`src/rtl/hbi_pkg.sv`:
```
package hbi_pkg;

    typedef enum logic [1:0] {
        ST_IDLE  = 2'd0,
        ST_READ  = 2'd1,
        ST_WRITE = 2'd2
    } hbi_state_e;

    localparam logic BUS_SHARED   = 1'b0;
    localparam logic BUS_SPLIT    = 1'b1;
    localparam logic STROBE_INTEL = 1'b0;
    localparam logic STROBE_MOTO  = 1'b1;

endpackage

```
`src/rtl/hbi_strobe_decode.sv`:
```
module hbi_strobe_decode
    import hbi_pkg::*;
#(
    parameter int DATA_W = 8,
    parameter int ADDR_W = 4
) (
    input  logic              clk,
    input  logic              rst_n,
    input  logic              bus_type,
    input  logic              cs_n,
    input  logic              strb_a,
    input  logic              strb_b,
    input  logic              strb_c,
    input  logic [DATA_W-1:0] ad_in,
    input  logic [ADDR_W-1:0] addr_in,
    output logic              rd_act,
    output logic              wr_act,
    output logic              ale_rise,
    output logic [DATA_W-1:0] ad_s,
    output logic [ADDR_W-1:0] addr_s
);

    logic cs_s;
    logic a_s;
    logic b_s;
    logic c_s;
    logic c_d;

    // Sample every host pin once on the block clock.
    always_ff @(posedge clk or negedge rst_n) begin
        if (!rst_n) begin
            cs_s   <= 1'b1;
            a_s    <= 1'b1;
            b_s    <= 1'b1;
            c_s    <= 1'b0;
            c_d    <= 1'b0;
            ad_s   <= '0;
            addr_s <= '0;
        end else begin
            cs_s   <= cs_n;
            a_s    <= strb_a;
            b_s    <= strb_b;
            c_s    <= strb_c;
            c_d    <= c_s;
            ad_s   <= ad_in;
            addr_s <= addr_in;
        end
    end

    logic sel;
    assign sel = !cs_s;

    // Map the three strobe pins onto read and write requests.
    always_comb begin
        rd_act = 1'b0;
        wr_act = 1'b0;
        if (bus_type == STROBE_INTEL) begin
            rd_act = sel && !a_s && b_s;
            wr_act = sel && a_s && !b_s;
        end else begin
            rd_act = sel && !a_s && b_s;
            wr_act = sel && !a_s && !b_s;
        end
    end

    assign ale_rise = c_s && !c_d;


    cs_gate_chk: assert property (@(posedge clk) disable iff (!rst_n)
        (rd_act || wr_act) |-> $past(!cs_n));


    intel_both_low_chk: assert property (@(posedge clk) disable iff (!rst_n)
        (bus_type == STROBE_INTEL && $past(!strb_a && !strb_b)) |-> !(rd_act || wr_act));

endmodule

```
`src/rtl/hbi_addr_latch.sv`:
```
module hbi_addr_latch
    import hbi_pkg::*;
#(
    parameter int ADDR_W = 4
) (
    input  logic              clk,
    input  logic              rst_n,
    input  logic              bus_sel,
    input  logic              ale_rise,
    input  logic              acc_act,
    input  logic [ADDR_W-1:0] ad_lo,
    input  logic [ADDR_W-1:0] addr_s,
    output logic [ADDR_W-1:0] addr_q
);

    always_ff @(posedge clk or negedge rst_n) begin
        if (!rst_n) begin
            addr_q <= '0;
        end else if (bus_sel == BUS_SHARED) begin
            if (ale_rise) begin
                addr_q <= ad_lo;
            end
        end else begin
            if (acc_act) begin
                addr_q <= addr_s;
            end
        end
    end


    shared_hold_chk: assert property (@(posedge clk) disable iff (!rst_n)
        (bus_sel == BUS_SHARED && !ale_rise) |=> $stable(addr_q));


    split_idle_hold_chk: assert property (@(posedge clk) disable iff (!rst_n)
        (bus_sel == BUS_SPLIT && !acc_act) |=> $stable(addr_q));

endmodule

```
`src/rtl/hbi_access_fsm.sv`:
```
module hbi_access_fsm
    import hbi_pkg::*;
#(
    parameter int DATA_W = 8
) (
    input  logic              clk,
    input  logic              rst_n,
    input  logic              rd_act,
    input  logic              wr_act,
    input  logic [DATA_W-1:0] ad_s,
    output logic              data_oe,
    output logic              wr_en,
    output logic [DATA_W-1:0] wdata_q
);

    hbi_state_e state_q;
    hbi_state_e state_d;

    always_ff @(posedge clk or negedge rst_n) begin
        if (!rst_n) begin
            state_q <= ST_IDLE;
        end else begin
            state_q <= state_d;
        end
    end

    always_comb begin
        state_d = state_q;
        unique case (state_q)
            ST_IDLE: begin
                if (rd_act) begin
                    state_d = ST_READ;
                end else if (wr_act) begin
                    state_d = ST_WRITE;
                end
            end
            ST_READ: begin
                if (!rd_act) begin
                    state_d = ST_IDLE;
                end
            end
            ST_WRITE: begin
                if (!wr_act) begin
                    state_d = ST_IDLE;
                end
            end
            default: state_d = ST_IDLE;
        endcase
    end

    // Hold the byte seen during the last active write cycle.
    always_ff @(posedge clk or negedge rst_n) begin
        if (!rst_n) begin
            wdata_q <= '0;
        end else if (wr_act) begin
            wdata_q <= ad_s;
        end
    end

    always_comb begin
        data_oe = 1'b0;
        wr_en   = 1'b0;
        unique case (state_q)
            ST_IDLE:  ;
            ST_READ:  data_oe = 1'b1;
            ST_WRITE: wr_en = !wr_act;
            default:  ;
        endcase
    end


    oe_follows_read_chk: assert property (@(posedge clk) disable iff (!rst_n)
        data_oe |-> $past(rd_act));


    read_no_write_chk: assert property (@(posedge clk) disable iff (!rst_n)
        (state_q == ST_READ) |=> (state_q != ST_WRITE));


    commit_after_strobe_chk: assert property (@(posedge clk) disable iff (!rst_n)
        wr_en |-> $past(wr_act));

endmodule

```
`src/rtl/hbi_regfile.sv`:
```
module hbi_regfile #(
    parameter int DATA_W   = 8,
    parameter int ADDR_W   = 4,
    parameter int NUM_STAT = 4
) (
    input  logic                       clk,
    input  logic                       rst_n,
    input  logic                       wr_en,
    input  logic [ADDR_W-1:0]          addr,
    input  logic [DATA_W-1:0]          wr_data,
    input  logic [NUM_STAT*DATA_W-1:0] stat_in,
    output logic [DATA_W-1:0]          rd_data
);

    localparam int NUM_REGS = 1 << ADDR_W;
    localparam int NUM_CTRL = NUM_REGS - NUM_STAT;

    logic [NUM_CTRL-1:0][DATA_W-1:0] rf_q;
    logic [NUM_CTRL-1:0]             hit;
    logic                            ctrl_sel;

    assign ctrl_sel = (addr < ADDR_W'(NUM_CTRL));

    for (genvar i = 0; i < NUM_CTRL; i++) begin : g_hit
        assign hit[i] = wr_en && (addr == ADDR_W'(i));
    end

    always_ff @(posedge clk or negedge rst_n) begin
        if (!rst_n) begin
            rf_q <= '0;
        end else begin
            for (int i = 0; i < NUM_CTRL; i++) begin
                if (hit[i]) begin
                    rf_q[i] <= wr_data;
                end
            end
        end
    end

    logic [ADDR_W-1:0] sidx;
    assign sidx = addr - ADDR_W'(NUM_CTRL);

    always_comb begin
        if (ctrl_sel) begin
            rd_data = rf_q[addr];
        end else begin
            rd_data = stat_in[int'(sidx)*DATA_W +: DATA_W];
        end
    end


    always @(posedge clk) begin
        if (!rst_n) begin
            reset_clear_chk: assert (rf_q == '0);
        end
    end


    ctrl_write_chk: assert property (@(posedge clk) disable iff (!rst_n)
        (wr_en && ctrl_sel) |=> (rf_q[$past(addr)] == $past(wr_data)));


    status_write_ignored_chk: assert property (@(posedge clk) disable iff (!rst_n)
        (wr_en && !ctrl_sel) |=> $stable(rf_q));

endmodule

```
`src/rtl/hbi_host_port.sv`:
```
module hbi_host_port #(
    parameter int DATA_W   = 8,
    parameter int ADDR_W   = 4,
    parameter int NUM_STAT = 4
) (
    input  logic                       clk,
    input  logic                       rst_n,
    input  logic                       bus_sel,
    input  logic                       bus_type,
    input  logic                       cs_n,
    input  logic                       strb_a,
    input  logic                       strb_b,
    input  logic                       strb_c,
    input  logic [ADDR_W-1:0]          addr_in,
    input  logic [DATA_W-1:0]          ad_in,
    input  logic [NUM_STAT*DATA_W-1:0] stat_in,
    output logic [DATA_W-1:0]          ad_out,
    output logic                       ad_oe
);

    logic              rd_act;
    logic              wr_act;
    logic              ale_rise;
    logic [DATA_W-1:0] ad_s;
    logic [ADDR_W-1:0] addr_s;
    logic [ADDR_W-1:0] addr_q;
    logic              wr_en;
    logic [DATA_W-1:0] wdata_q;
    logic [DATA_W-1:0] rd_data;
    logic              data_oe;

    hbi_strobe_decode #(.DATA_W(DATA_W), .ADDR_W(ADDR_W)) u_decode (
        .clk      (clk),
        .rst_n    (rst_n),
        .bus_type (bus_type),
        .cs_n     (cs_n),
        .strb_a   (strb_a),
        .strb_b   (strb_b),
        .strb_c   (strb_c),
        .ad_in    (ad_in),
        .addr_in  (addr_in),
        .rd_act   (rd_act),
        .wr_act   (wr_act),
        .ale_rise (ale_rise),
        .ad_s     (ad_s),
        .addr_s   (addr_s)
    );

    hbi_addr_latch #(.ADDR_W(ADDR_W)) u_addr (
        .clk      (clk),
        .rst_n    (rst_n),
        .bus_sel  (bus_sel),
        .ale_rise (ale_rise),
        .acc_act  (rd_act || wr_act),
        .ad_lo    (ad_s[ADDR_W-1:0]),
        .addr_s   (addr_s),
        .addr_q   (addr_q)
    );

    hbi_access_fsm #(.DATA_W(DATA_W)) u_fsm (
        .clk     (clk),
        .rst_n   (rst_n),
        .rd_act  (rd_act),
        .wr_act  (wr_act),
        .ad_s    (ad_s),
        .data_oe (data_oe),
        .wr_en   (wr_en),
        .wdata_q (wdata_q)
    );

    hbi_regfile #(.DATA_W(DATA_W), .ADDR_W(ADDR_W), .NUM_STAT(NUM_STAT)) u_rf (
        .clk     (clk),
        .rst_n   (rst_n),
        .wr_en   (wr_en),
        .addr    (addr_q),
        .wr_data (wdata_q),
        .stat_in (stat_in),
        .rd_data (rd_data)
    );

    assign ad_oe  = data_oe;
    assign ad_out = data_oe ? rd_data : '0;


    idle_bus_zero_chk: assert property (@(posedge clk) disable iff (!rst_n)
        !ad_oe |-> (ad_out == '0));


    reset_oe_low_chk: assert property (@(posedge clk) disable iff (!rst_n)
        $past(!rst_n) |-> !ad_oe);

endmodule

```
`config.mk`:
```
export PLATFORM = sky130hd
export DESIGN_NAME = hbi_host_port
export DESIGN_NICKNAME = d
export VERILOG_FILES = /design/src/rtl/hbi_pkg.sv /design/src/rtl/hbi_strobe_decode.sv /design/src/rtl/hbi_addr_latch.sv /design/src/rtl/hbi_access_fsm.sv /design/src/rtl/hbi_regfile.sv /design/src/rtl/hbi_host_port.sv
export SDC_FILE = /design/constraint.sdc
export NUM_CORES = 1
export LEC_CHECK = 0
export ABC_AREA = 1
export BUFFER_PORTS_ARGS = -buffer_cell sky130_fd_sc_hd__buf_2
export CAP_MARGIN = 30
export CORE_UTILIZATION = 45
export DETAILED_ROUTE_END_ITERATION = 12
export PLACE_DENSITY = 0.64
export REMOVE_ABC_BUFFERS = 1
export SYNTH_ARGS = -nofsm -noshare
export SYNTH_HDL_FRONTEND = slang
export SYNTH_HIERARCHICAL = 1
export SYNTH_SLANG_ARGS = --single-unit
```
`constraint.sdc`:
```
create_clock -name clk -period 4.1 [get_ports clk]
set_input_delay 0 -clock clk [delete_from_list [all_inputs] [get_ports clk]]
set_output_delay 0 -clock clk [all_outputs]
set_load 0.1 [all_outputs]
```
; Yosys cells after proc, flatten, opt, wreduce, memory -nomap -nowiden
; Index checks and enable logic that the tools add are counted.
[word_totals]
ff_bits = 127
inputBits = 52
out_inout_bits = 9
elab_cells = 87
[classes]
n_addsub = 1
n_lt_le_gt_ge = 2
n_eq_ne = 17
n_shift = 1
n_mux = 15
reduce_logical = 29
[op_table]
columns = cell, n
row1 = 8-bit binary-select mux with 4-bit select, 1
row2 = 32-bit by 8-bit indexed part select with 8-bit output, 1
row3 = 8-bit 2-to-1 mux, 3
row4 = 1-bit logical AND, 18
row5 = "4-bit by 3-bit == test with 1-bit output, second input constant", 4
row6 = "4-bit == test, second input constant", 4
row7 = 4-bit 2-to-1 mux, 3
row8 = "4-bit by 2-bit == test with 1-bit output, second input constant", 2
row9 = 2-bit 2-to-1 mux, 4
row10 = 2-bit one-hot mux with 3 select lines, 1
row11 = 1-bit zero test, 5
row12 = "4-bit by 5-bit less-than comparator with 1-bit output, second input constant", 1
row13 = "4-bit by 1-bit == test with 1-bit output, second input constant", 1
row14 = 4-bit zero test, 1
row15 = "4-bit less-than comparator, second input constant", 1
row16 = "2-bit inequality test, second input constant", 2
row17 = "4-bit subtractor, second input constant", 1
row18 = 1-bit 2-to-1 mux, 3
row19 = "3-bit by 2-bit inequality test with 1-bit output, second input constant", 1
row20 = 3-bit AND reduction, 1
row21 = "2-bit by 1-bit == test with 1-bit output, second input constant", 1
row22 = "2-bit == test, second input constant", 1
row23 = 2-bit zero test, 1
row24 = "2-bit by 1-bit inequality test with 1-bit output, second input constant", 1
row25 = 3 further kinds, 3

; Depth between registers and ports, before layout
[logic_depth]
depth_word = 7
ltp_mapped = 13
mapped_depth_nobuf = 11

; Hierarchy
; The synthesis kept the hierarchy.
[modules_own_cells]
columns = mod, instances, cells_each, area_per_inst_um2, seq_area_each_um2
row1 = hbi_regfile, 1, 640, 4869.7, 2402.3
row2 = hbi_strobe_decode, 1, 25, 465.4, 429.2
row3 = hbi_access_fsm, 1, 44, 421.7, 250.2
row4 = hbi_addr_latch, 1, 32, 237.7, 100.1
row5 = hbi_host_port, 1, 20, 76.3, 0.0

; Worst setup path after synthesis
; No wires, ideal clock.
[synth_path]
path_type = reg2out
startpoint = register u_fsm.state_q[1]
endpoint = output port ad_out[0]
t_arrival_ns = 2.682
required_ns = 4.100
slack_ns = 1.418
stages_incl_launch_ff = 5
n_path_buf = 1
cell_sequence = dfrtp_1 > nor2_1 > buf_2 > nand2_1 > inv_1
[synth_via]
elab_chain_cells = 3
[synth_lines]
columns = item, line
row1 = "start, declared", hbi_access_fsm.sv:16  ; hbi_state_e state_q;
row2 = "start signal, assigned", hbi_access_fsm.sv:23  ; state_q <= state_d;
row3 = 2-bit by 1-bit == test with 1-bit output, hbi_access_fsm.sv:63  ; unique case (state_q)
row4 = 1-bit 2-to-1 mux, hbi_access_fsm.sv:63
row5 = via ad_oe, hbi_host_port.sv:18  ; output logic ad_oe
row6 = 8-bit 2-to-1 mux, hbi_host_port.sv:82  ; assign ad_out = data_oe ? rd_data : '0;
row7 = "end, declared", hbi_host_port.sv:17  ; output logic [DATA_W-1:0] ad_out,
; The timed path passes the listed nets, and every way through them passes these cells.

; Final worst setup path
[layout_path]
startpoint = register u_addr.addr_q[1]
endpoint = output port ad_out[5]
[layout_via]
elab_chain_cells = 4
elab_cells_between_ends = 7
cone_classes = 1 x add/sub / 1 x order compare / 1 x shift / 4 x mux
[layout_lines]
columns = item, line
row1 = "start, declared", hbi_addr_latch.sv:13  ; output logic [ADDR_W-1:0] addr_q
row2 = "start signal, assigned", hbi_addr_latch.sv:21  ; addr_q <= ad_lo;
row3 = "start signal, assigned", hbi_addr_latch.sv:25  ; addr_q <= addr_s;
row4 = 4-bit subtractor or 8-bit binary-select mux with 4-bit select (tied branches), "hbi_regfile.sv:41, hbi_regfile.sv:45"
row5 = 32-bit by 8-bit indexed part select with 8-bit output or 8-bit 2-to-1 mux (tied branches), "hbi_regfile.sv:47, hbi_regfile.sv:45"
row6 = 8-bit 2-to-1 mux (*), hbi_regfile.sv:44  ; if (ctrl_sel) begin
row7 = via rd_data[5], hbi_host_port.sv:29  ; logic [DATA_W-1:0] rd_data;
row8 = 8-bit 2-to-1 mux (*), hbi_host_port.sv:82
; Mark *: on every way through the listed nets, which the timed path passes. The rest lies on a longest branch. The select of a mux whose other input is x is not followed.

==> results.txt <==
Fmax - 324 MHz
Mapped Area - 0.00607 mm2
Critical Path Sink Type - primary output
Fraction of layout cells with a size suffix above 1 - 15.0%
PnR Total Power - 4.05 mW
Fin. Hold Viols - 0
Wire length per cell - 15.3 um
Setup TNS Final - 0 ns
Placer Congestion - 0.872
Critical path class - flip-flop to primary output
Startpoint Class - flip-flop
Die ar. - 0.0140 mm2
Reg2Reg Setup Slack - 1.63 ns
Top cell by count, worst path - nand2_1
CTS tree - done
Layout area overhead - 16.6%
Critical-path top delay cell - dfrtp_1
RR Endpoint - u_rf/rf_q[23]$_DFFE_PN0P_
Worst Hold End - u_fsm/state_q[1]$_DFFE_PN0P_
Yosys top cell area share - 51.1%
Commonest non-fill, non-tap cell in the layout - nand2_1
Largest net degree at the start of global routing - 55
Worst slew pin tran - 1.02 ns
DR pass1 iterations - 10
Yosys warns - 6
Core area - 0.0132 mm2
Number of H-tree levels - 4
Via count - 5,173
Hold_ws - 0.0840 ns
Max Clock Skew - 0.0113 ns
HP Class - input pin to flip-flop
CP top delay family - flip-flops
Antenna-violating nets left - 0
Final Util - 53.7%
Fin crit period - 3.08 ns
Top fanout value on the critical path - 28
Final setup violating endpoints - 0
Hold path cells - 6
CTS Buf Count - 17
Leakage power - 3.68 nW
R2r worst-path depth - 8
Failing checks - DRC
Max-Cap Viols - 0
Most frequent cells in the layout - nand2_1, dfrtp_1, o21ai_1
Final WS setup - 1.02 ns
Total Routing Usage GR - 24.2%
Number of port buffers - 60
Peak VDD IR - 0.299 mV
Tcrit/Tclk final - 75.2%
Seq/Total Area, Yosys - 52.4%
Sink Count - 127
Die Span X - 118 um
WP buf/inv - 2
Worst R2R Start - u_decode/a_s$_DFF_PN1_
Die Ht - 118 um
Vias in the first global route - 5,222
Post-layout instance area - 0.00708 mm2
Pre-CTS WS - 1.30 ns
Ant diodes - 0
Slew Viols, Final - 0
Hold Crit Start - bus_type
Latest clock arrival within the worst-skew pair - 0.42 ns
Post-CTS Resized - 0
DR iter-0 viols - 498
Mapped Avg Cell Area - 7.98 um2
FILL cells - 1,230
Critical Path AT - 3.08 ns
Root Buffer - clkbuf_16
RSZ-0062 raised after global routing - no
Largest cells by area after synthesis - dfrtp_1, nand2_1, o21ai_1
CP Cell Sequence - nand2_2 -> o21ai_0 -> o21ai_1 -> nand2_1 -> nand2_1 -> nand2_1 -> nand2_1 -> inv_1 -> buf_2
Clock-pin slew on the worst setup and hold paths - 0.06 ns
Final WL - 15,400 um
Clk buf depth - 2
Relative slew slack - 32.1%
Data required, critical path - 4.10 ns
Placed cells - 959
Finished Layout Cells - 1,010
Final nets - 877
Cells after synthesis - 761
I/O pin count - 61
Critical Path Max Stage Delay - 1.01 ns
FP Rows - 42
Status - finished, violations left
Synth area leader - dfrtp_1
Cell Pwr Density - 573 mW/mm2
Global route total overflow - 0
Vias per inst - 5.12
Post-synthesis register bit count - 127
Initial cell density of the core - 46.0%
Synth cell types - 24
Dpl hpwl - 10,300 um
Initial antenna violation count - 0
Post-DP Area - 0.00636 mm2
Residual DRC - 1
First-pass GRT wire length - 25,800 um
worst register-to-register path: stages (launching register included):
cell and delay (ns):
dfstp_2 0.53, nor2_1 0.05, nor2_2 0.55, nor2_1 0.24, nand2_1 0.25, inv_1 0.13, nand2_1 0.44, nand2_1 0.11
o21ai_1 0.10
cells in the mapped netlist:
master	number
o21ai_1	90
nand2_2	12
dfrtp_1	124
a21oi_1	17
a22o_1	8
nor3_1	1
buf_6	6
inv_1	40
clkbuf_1	10
nor3b_1	1
nand3_1	36
nor2_1	24
inv_4	1
nand2_4	3
nand2_1	320
o21ai_0	22
buf_4	7
dfstp_2	3
ha_1	4
nor2_2	3
inv_2	6
nor2_8	3
buf_2	19
buf_12	1
repair_timing:
| item | 4_1_cts | 5_1_grt |
|---|---|---|
| setup buffers | 0 | 0 |
| endpoints found under the hold margin | 68 | 0 |
| hold buffers | 18 | 0 |
cells by family (layout without fill, tap and decap cells):
group / after synthesis / count (layout) / synth area share [%]
flops: 127 / 127 / 52.4
compound gates: 137 / 137 / 11.8
simple gates: 403 / 403 / 27.5
fa+ha+maj: 4 / 4 / 0.824
buf+inv: 90 / 163 / 7.44
sequential cells by signal (all words and copies together) (netlist names):
name / flops
u_decode/c_d: 1
u_decode/a_s: 1
u_decode/ad_s: 8
u_decode/c_s: 1
u_fsm/wdata_q: 8
u_addr/addr_q: 4
u_decode/addr_s: 4
u_rf/rf_q: 96
u_fsm/state_q: 2
u_decode/b_s: 1
u_decode/cs_s: 1
power breakdown:
group          internal [mW]  switching, mW  total [mW]
sequential              1.55          0.197        1.75
combinational          0.323          0.622       0.945
clock                  0.826          0.533        1.36
metal layers:
layer | track usage (%) | vias to the layer above | wire, um
met1 | 31.1 | 2441 | 6900
met5 | 0 | - | 0
li1 | - | 2528 | -
met2 | 39.2 | 177 | 7260
met3 | 5.94 | 27 | 975
met4 | 9.46 | 0 | 293
worst max-delay path by stage:
stage	startpoint	cells after the start	to	slack, ns
after floorplan	u_addr/addr_q[0]$_DFFE_PN0P_	9	ad_out[5]	1.26
after global placement	u_addr/addr_q[2]$_DFFE_PN0P_	8	ad_out[1]	1.49
after detailed placement	u_addr/addr_q[2]$_DFFE_PN0P_	8	ad_out[5]	1.30
after CTS	u_addr/addr_q[2]$_DFFE_PN0P_	8	ad_out[5]	0.82
after global routing	u_addr/addr_q[1]$_DFFE_PN0P_	11	ad_out[5]	0.78
final	u_addr/addr_q[1]$_DFFE_PN0P_	9	ad_out[5]	1.02
cell type report:
type                            count  area (um2)  share of cell area [%]
Sequential cell                   127        3180                    44.9
Multi-Input combinational cell    544        2440                    34.4
Timing Repair Buffer               84         526                    7.42
Clock buffer                       21         440                    6.22
Tap cell                          176         220                    3.11
Inverter                           47         179                    2.53
Clock inverter                     11        96.3                    1.36
(Power assumes the default switching activity.)
